==> config.mk <==
export PLATFORM = sky130hd
export DESIGN_NAME = mcast_hash_filter
export DESIGN_NICKNAME = d
export VERILOG_FILES = /design/src/rtl/mhf_pkg.sv /design/src/rtl/mhf_hash.sv /design/src/rtl/mhf_table.sv /design/src/rtl/mcast_hash_filter.sv
export SDC_FILE = /design/constraint.sdc
export NUM_CORES = 2
export LEC_CHECK = 0
export ABC_CLOCK_PERIOD_IN_PS = 8500
export BUFFER_PORTS_ARGS = -buffer_cell sky130_fd_sc_hd__buf_2
export CAP_MARGIN = 10
export CORE_UTILIZATION = 45
export DETAILED_ROUTE_END_ITERATION = 16
export SLEW_MARGIN = 5
export SYNTH_ARGS = -nofsm -noshare
export SYNTH_HDL_FRONTEND = slang
export SYNTH_SLANG_ARGS = --single-unit
==> constraint.sdc <==
create_clock -name clk_i -period 8.5 [get_ports clk_i]
set_input_delay 0.425 -clock clk_i [delete_from_list [all_inputs] [get_ports clk_i]]
set_output_delay 0.425 -clock clk_i [all_outputs]
set_load 0.03 [all_outputs]
==> src/rtl/mhf_pkg.sv <==
package mhf_pkg;
  localparam int unsigned ADDR_W = 48;
  localparam int unsigned WORD_W = 16;
  localparam int unsigned N_WORDS = 32;
  localparam int unsigned IDX_W = $clog2(WORD_W * N_WORDS);
  localparam int unsigned BIT_W = $clog2(WORD_W);
  localparam int unsigned SEL_W = IDX_W - BIT_W;
  localparam logic [31:0] CRC_POLY = 32'hEDB88320;
  localparam int unsigned GROUP_BIT = ADDR_W - 8;

  // reflected CRC, first byte in the top octet, each byte LSB first
  function automatic logic [31:0] mhf_crc(input logic [ADDR_W-1:0] a);
    logic [31:0] c;
    logic fb;
    c = '1;
    for (int n = 0; n < int'(ADDR_W); n++) begin
      fb = c[0] ^ a[ADDR_W - 8 - 8 * (n / 8) + (n % 8)];
      c  = {1'b0, c[31:1]} ^ (fb ? CRC_POLY : 32'h0);
    end
    return c;
  endfunction

  localparam logic [31:0] BC_CRC = mhf_crc({ADDR_W{1'b1}});
  localparam logic [IDX_W-1:0] BC_IDX = BC_CRC[IDX_W-1:0];
endpackage

==> src/rtl/mhf_hash.sv <==
module mhf_hash
  import mhf_pkg::*;
(
  input  logic [ADDR_W-1:0] addr_i,
  output logic [SEL_W-1:0]  sel_o,
  output logic [BIT_W-1:0]  bit_o
);
  logic [31:0] crc;
  logic [IDX_W-1:0] idx;

  assign crc   = mhf_crc(addr_i);
  assign idx   = crc[IDX_W-1:0];
  assign bit_o = idx[BIT_W-1:0];
  assign sel_o = idx[IDX_W-1:BIT_W];
endmodule

==> src/rtl/mhf_table.sv <==
module mhf_table
  import mhf_pkg::*;
(
  input  logic              clk_i,
  input  logic              rst_ni,
  input  logic              clr_i,
  input  logic              wr_en_i,
  input  logic              wr_set_i,
  input  logic [SEL_W-1:0]  wr_sel_i,
  input  logic [BIT_W-1:0]  wr_bit_i,
  input  logic [SEL_W-1:0]  rd_sel_i,
  output logic [WORD_W-1:0] rd_word_o,
  input  logic [SEL_W-1:0]  lk_sel_i,
  input  logic [BIT_W-1:0]  lk_bit_i,
  output logic              lk_bit_o
);
  localparam logic [SEL_W-1:0] BC_SEL = BC_IDX[IDX_W-1:BIT_W];
  localparam logic [BIT_W-1:0] BC_BIT = BC_IDX[BIT_W-1:0];

  logic [N_WORDS-1:0][WORD_W-1:0] words;

  for (genvar w = 0; w < int'(N_WORDS); w++) begin : g_word
    localparam logic [WORD_W-1:0] BASE =
      (SEL_W'(w) == BC_SEL) ? (WORD_W'(1) << BC_BIT) : '0;
    logic [WORD_W-1:0] word_q;

    always_ff @(posedge clk_i or negedge rst_ni) begin
      if (!rst_ni)                                word_q <= BASE;
      else if (clr_i)                             word_q <= BASE;
      else if (wr_en_i && wr_sel_i == SEL_W'(w))  word_q[wr_bit_i] <= wr_set_i;
    end

    assign words[w] = word_q;
  end

  assign rd_word_o = words[rd_sel_i];
  assign lk_bit_o  = words[lk_sel_i][lk_bit_i];
endmodule

==> src/rtl/mcast_hash_filter.sv <==
module mcast_hash_filter
  import mhf_pkg::*;
(
  input  logic              clk_i,
  input  logic              rst_ni,
  input  logic              clear_i,
  input  logic              promisc_i,
  input  logic              allmulti_i,
  input  logic              upd_valid_i,
  input  logic              upd_add_i,
  input  logic [ADDR_W-1:0] upd_addr_i,
  output logic              upd_done_o,
  input  logic              lk_valid_i,
  input  logic [ADDR_W-1:0] lk_addr_i,
  output logic              lk_valid_o,
  output logic              lk_accept_o,
  input  logic [SEL_W-1:0]  rd_sel_i,
  output logic [WORD_W-1:0] rd_word_o
);
  logic [SEL_W-1:0]  upd_sel, lk_sel;
  logic [BIT_W-1:0]  upd_bit, lk_bit;
  logic [WORD_W-1:0] raw_word;
  logic              lk_hit, upd_go, lk_group, accept_d;

  mhf_hash u_upd_hash (.addr_i(upd_addr_i), .sel_o(upd_sel), .bit_o(upd_bit));
  mhf_hash u_lk_hash  (.addr_i(lk_addr_i),  .sel_o(lk_sel),  .bit_o(lk_bit));

  assign upd_go = upd_valid_i && !clear_i;

  mhf_table u_table (
    .clk_i     (clk_i),
    .rst_ni    (rst_ni),
    .clr_i     (clear_i),
    .wr_en_i   (upd_go),
    .wr_set_i  (upd_add_i),
    .wr_sel_i  (upd_sel),
    .wr_bit_i  (upd_bit),
    .rd_sel_i  (rd_sel_i),
    .rd_word_o (raw_word),
    .lk_sel_i  (lk_sel),
    .lk_bit_i  (lk_bit),
    .lk_bit_o  (lk_hit)
  );

  assign rd_word_o = allmulti_i ? '1 : raw_word;
  assign lk_group  = lk_addr_i[GROUP_BIT];
  assign accept_d  = promisc_i || !lk_group || allmulti_i || lk_hit;

  always_ff @(posedge clk_i or negedge rst_ni) begin
    if (!rst_ni) begin
      upd_done_o  <= 1'b0;
      lk_valid_o  <= 1'b0;
      lk_accept_o <= 1'b0;
    end else begin
      upd_done_o  <= upd_go;
      lk_valid_o  <= lk_valid_i;
      lk_accept_o <= lk_valid_i && accept_d;
    end
  end
endmodule

==> impl_metrics.env <==
export IMPL_status="completed"
export IMPL_cts_tree="built"
export IMPL_worst_r2r_setup_slack_ns=6.16
export IMPL_numCtsBuffers=56
export IMPL_mapped_cell_area_um2=35500
export IMPL_groute_usage_overall_pct=32.2
export IMPL_worst_path_most_repeated_cell="sky130_fd_sc_hd__xnor3_2"
export IMPL_vias_per_cell=6.80
export IMPL_worstMarginPinSlew_ns=1.40
export IMPL_cts_max_path_buffers=3
export IMPL_drt_first_pass_iters=7
export IMPL_final_setup_skew_ns=0.0168
export IMPL_timing_critical_path_slowest_stage_cell="sky130_fd_sc_hd__xnor3_4"
export IMPL_max_cap_viol_count=0
export IMPL_design_die_area_um2=80100
export IMPL_drt_wl_total_um=130000
export IMPL_timing_max_transition_violations_final=0
export IMPL_cts_root_buffer_cell="sky130_fd_sc_hd__clkbuf_16"
export IMPL_critical_path_cell_chain="buf_2 -> xor3_2 -> xor3_1 -> xnor3_2 -> xnor2_2 -> xnor3_2 -> xnor3_2 -> xnor2_4 -> xnor3_4 -> buf_12 -> buf_4 -> mux2i_1 -> a22o_1 -> a221oi_2 -> o22ai_1 -> a211oi_1 -> o2111ai_1 -> a41oi_1"
export IMPL_grt_setup_unrepaired="no"
export IMPL_gp_congestion=0.926
export IMPL_core_area_um2=77800
export IMPL_num_io_pins=128
export IMPL_floorplan_initialDensity_pct=45.6
export IMPL_largest_fanout_on_the_critical_path=31
export IMPL_grt_max_degree=108
export IMPL_max_slew_margin_rel_pct=6.40
export IMPL_fin_util_pct=50.2
export IMPL_drc=0
export IMPL_std_cell_rows=102
export IMPL_whs_ns=0.109
export IMPL_synth_enable_flop_cells=0
export IMPL_hold_violations=0
export IMPL_post_route_antenna_net_violation_count=0
export IMPL_tritoncts_num_sinks=515
export IMPL_clk_pin_slew_ns=0.06
export IMPL_critical_path_arrival_ns=7.22
export IMPL_total_half_perimeter_wirelength_after_legalization_and_detailed_placement_um=82800
export IMPL_synth_seq_area_share_pct=36.3
export IMPL_number_of_global_route_vias_before_repair=28500
export IMPL_yosysWarningCount=0
export IMPL_synth_ff_latch_count=515
export IMPL_hold_path_class="in2reg"
export IMPL_die_h_um=283
export IMPL_multi_input_combinational_cell_area_um2=21300
export IMPL_nets_in_the_synthesized_netlist=3135
export IMPL_route_detailed_wl_per_inst_um=31.5
export IMPL_layout_drive_gt1_share_pct=23.1
export IMPL_n_antenna_cell=0
export IMPL_drtIter0Drc=3657
export IMPL_period_share_pct=78.6
export IMPL_io_buffers=127
export IMPL_clock_insertion_delay_worst_skew_ns=0.63
export IMPL_cpPeakStageDelay_ns=0.86
export IMPL_crit_path_start_kind="input port"
export IMPL_timing_fmax_ghz=0.150
export IMPL_end_kind="flop"
export IMPL_path_class="in2reg"
export IMPL_postSynth_topFlopCell="sky130_fd_sc_hd__dfrtp_1"
export IMPL_seqCellArea_um2=12900
export IMPL_finalSetupTns_ns=0
export IMPL_grt_remaining_overflow=0
export IMPL_floorplan_die_width_um=283
export IMPL_cts_max_level=2
export IMPL_async_reset_ff_share_pct=100
export IMPL_cts_repair_resize_count=0
export IMPL_via_count_of_the_routed_design=28000
export IMPL_area_delta_synth_final_pct=9.98
export IMPL_most_common_layout_cells="sky130_fd_sc_hd__o21ai_1, sky130_fd_sc_hd__dfrtp_1, sky130_fd_sc_hd__o21ai_0"
export IMPL_fillerInstances=6886
export IMPL_antenna_found_initial=4
export IMPL_cp_required_ns=9.05
export IMPL_commonest_non_fill_non_tap_cell_in_the_layout="sky130_fd_sc_hd__o21ai_1"
export IMPL_timing_final_setup_violations=0
export IMPL_synthDistinctLibCells=73
export IMPL_postSynthAreaPerCell_um2=11.7
export IMPL_cell_count_after_synthesis=3026
export IMPL_design_final_nets=3138
export IMPL_grt_first_pass_wirelength_um=192000
export IMPL_finalCriticalPeriod_ns=6.68
==> worst max-delay path, delay by kind of cell <==
family                    cells  cell delay [ns]
AOI/OAI and AO/OA             6             1.69
buffers and inverters         3             1.05
muxes                         1             0.14
xor gates and xnor gates      8             3.87
==> kinds of logic (layout without fill, tap and decap cells) <==
group	Yosys count	in the layout	share of synthesized area [%]
XOR/XNOR	491	491	19.8
AO/OA/AOI/OAI	1154	1154	17.2
buffers and inverters	293	341	4.05
AND/OR/NAND/NOR	211	211	4.10
flip-flops	515	515	36.3
multiplexers	362	362	18.5
==> registers in the layout (all words and copies together) (netlist names) <==
name                   count
u_table.g_word.word_q    512
upd_done_o                 1
lk_valid_o                 1
lk_accept_o                1
==> stage by stage <==
stage	area, um2	instances	setup slack, ns
final	39100	4114	1.82
after global routing	39100	4114	1.53
after detailed placement	37000	4006	1.31
after floorplan	35500	3026	3.02
after global placement	37000	4006	1.31
after CTS	39000	4111	1.91
==> layer usage <==
layer	wire length, um	global-route usage (%)
met3	14100	8.18
met4	7550	16.6
met2	58700	49.5
met1	49000	42.1
met5	98	0.536
==> cells in the mapped netlist (all sizes together), types with 2 or more instances <==
master	count	area share [%]
mux2i	110	3.1
a31oi	13	0.23
xor3	32	2.2
a32oi	2	0.049
or2	3	0.053
nor2b	32	0.60
a22oi	8	0.17
o22ai	2	0.035
mux4	235	15
a32o	2	0.056
a222oi	17	0.48
and2b	20	0.43
nand2	57	0.60
xnor3	128	8.2
a211oi	3	0.063
nor2	20	0.28
inv	6	0.063
and2	10	0.18
a41oi	3	0.074
xnor2	235	6.8
buf	110	2.1
o211ai	5	0.11
mux2	17	0.54
nand3	8	0.11
a221oi	7	0.19
nand2b	11	0.19
a2bb2oi	3	0.074
a22o	10	0.25
dfrtp	514	36
o21ai	1029	14
a21oi	28	0.39
xor2	96	2.7
and3	5	0.088
clkbuf	177	1.9
nor3	3	0.042
nand4	36	1.4
a211o	17	0.42
==> layout make-up <==
| class | count | share of cell area, % |
|---|---|---|
| Multi-Input combinational cell | 2218 | 54.6 |
| Sequential cell | 515 | 33.0 |
| Clock buffer | 73 | 4.09 |
| Timing Repair Buffer | 232 | 4.02 |
| Tap cell | 1040 | 3.33 |
| Clock inverter | 30 | 0.919 |
| Inverter | 6 | 0.0576 |
==> worst paths after layout <==
kind / start / end / cells after the start
worst max register to register: u_table.g_word[8].word_q[8] / lk_accept_o / 7
worst min-delay path: upd_valid_i / upd_done_o / 2
max in group asynchronous: rst_ni / u_table.g_word[9].word_q[1] / 4
worst min register to register: u_table.g_word[15].word_q[15] / u_table.g_word[15].word_q[15] / 2
worst max-delay path: lk_addr_i[40] / lk_accept_o / 18
min in group asynchronous: rst_ni / u_table.g_word[16].word_q[8] / 2
==> what timing repair did <==
| action | CTS | global route |
|---|---|---|
| endpoints found under the hold margin | 104 | 0 |
| setup buffers | 0 | 0 |
| hold buffers | 2 | 0 |
| setup endpoints to repair | 0 | 0 |
Power is left out: the tool's default activity adds up to more than one toggle a clock period on the data nets, which glitch-free logic cannot reach.
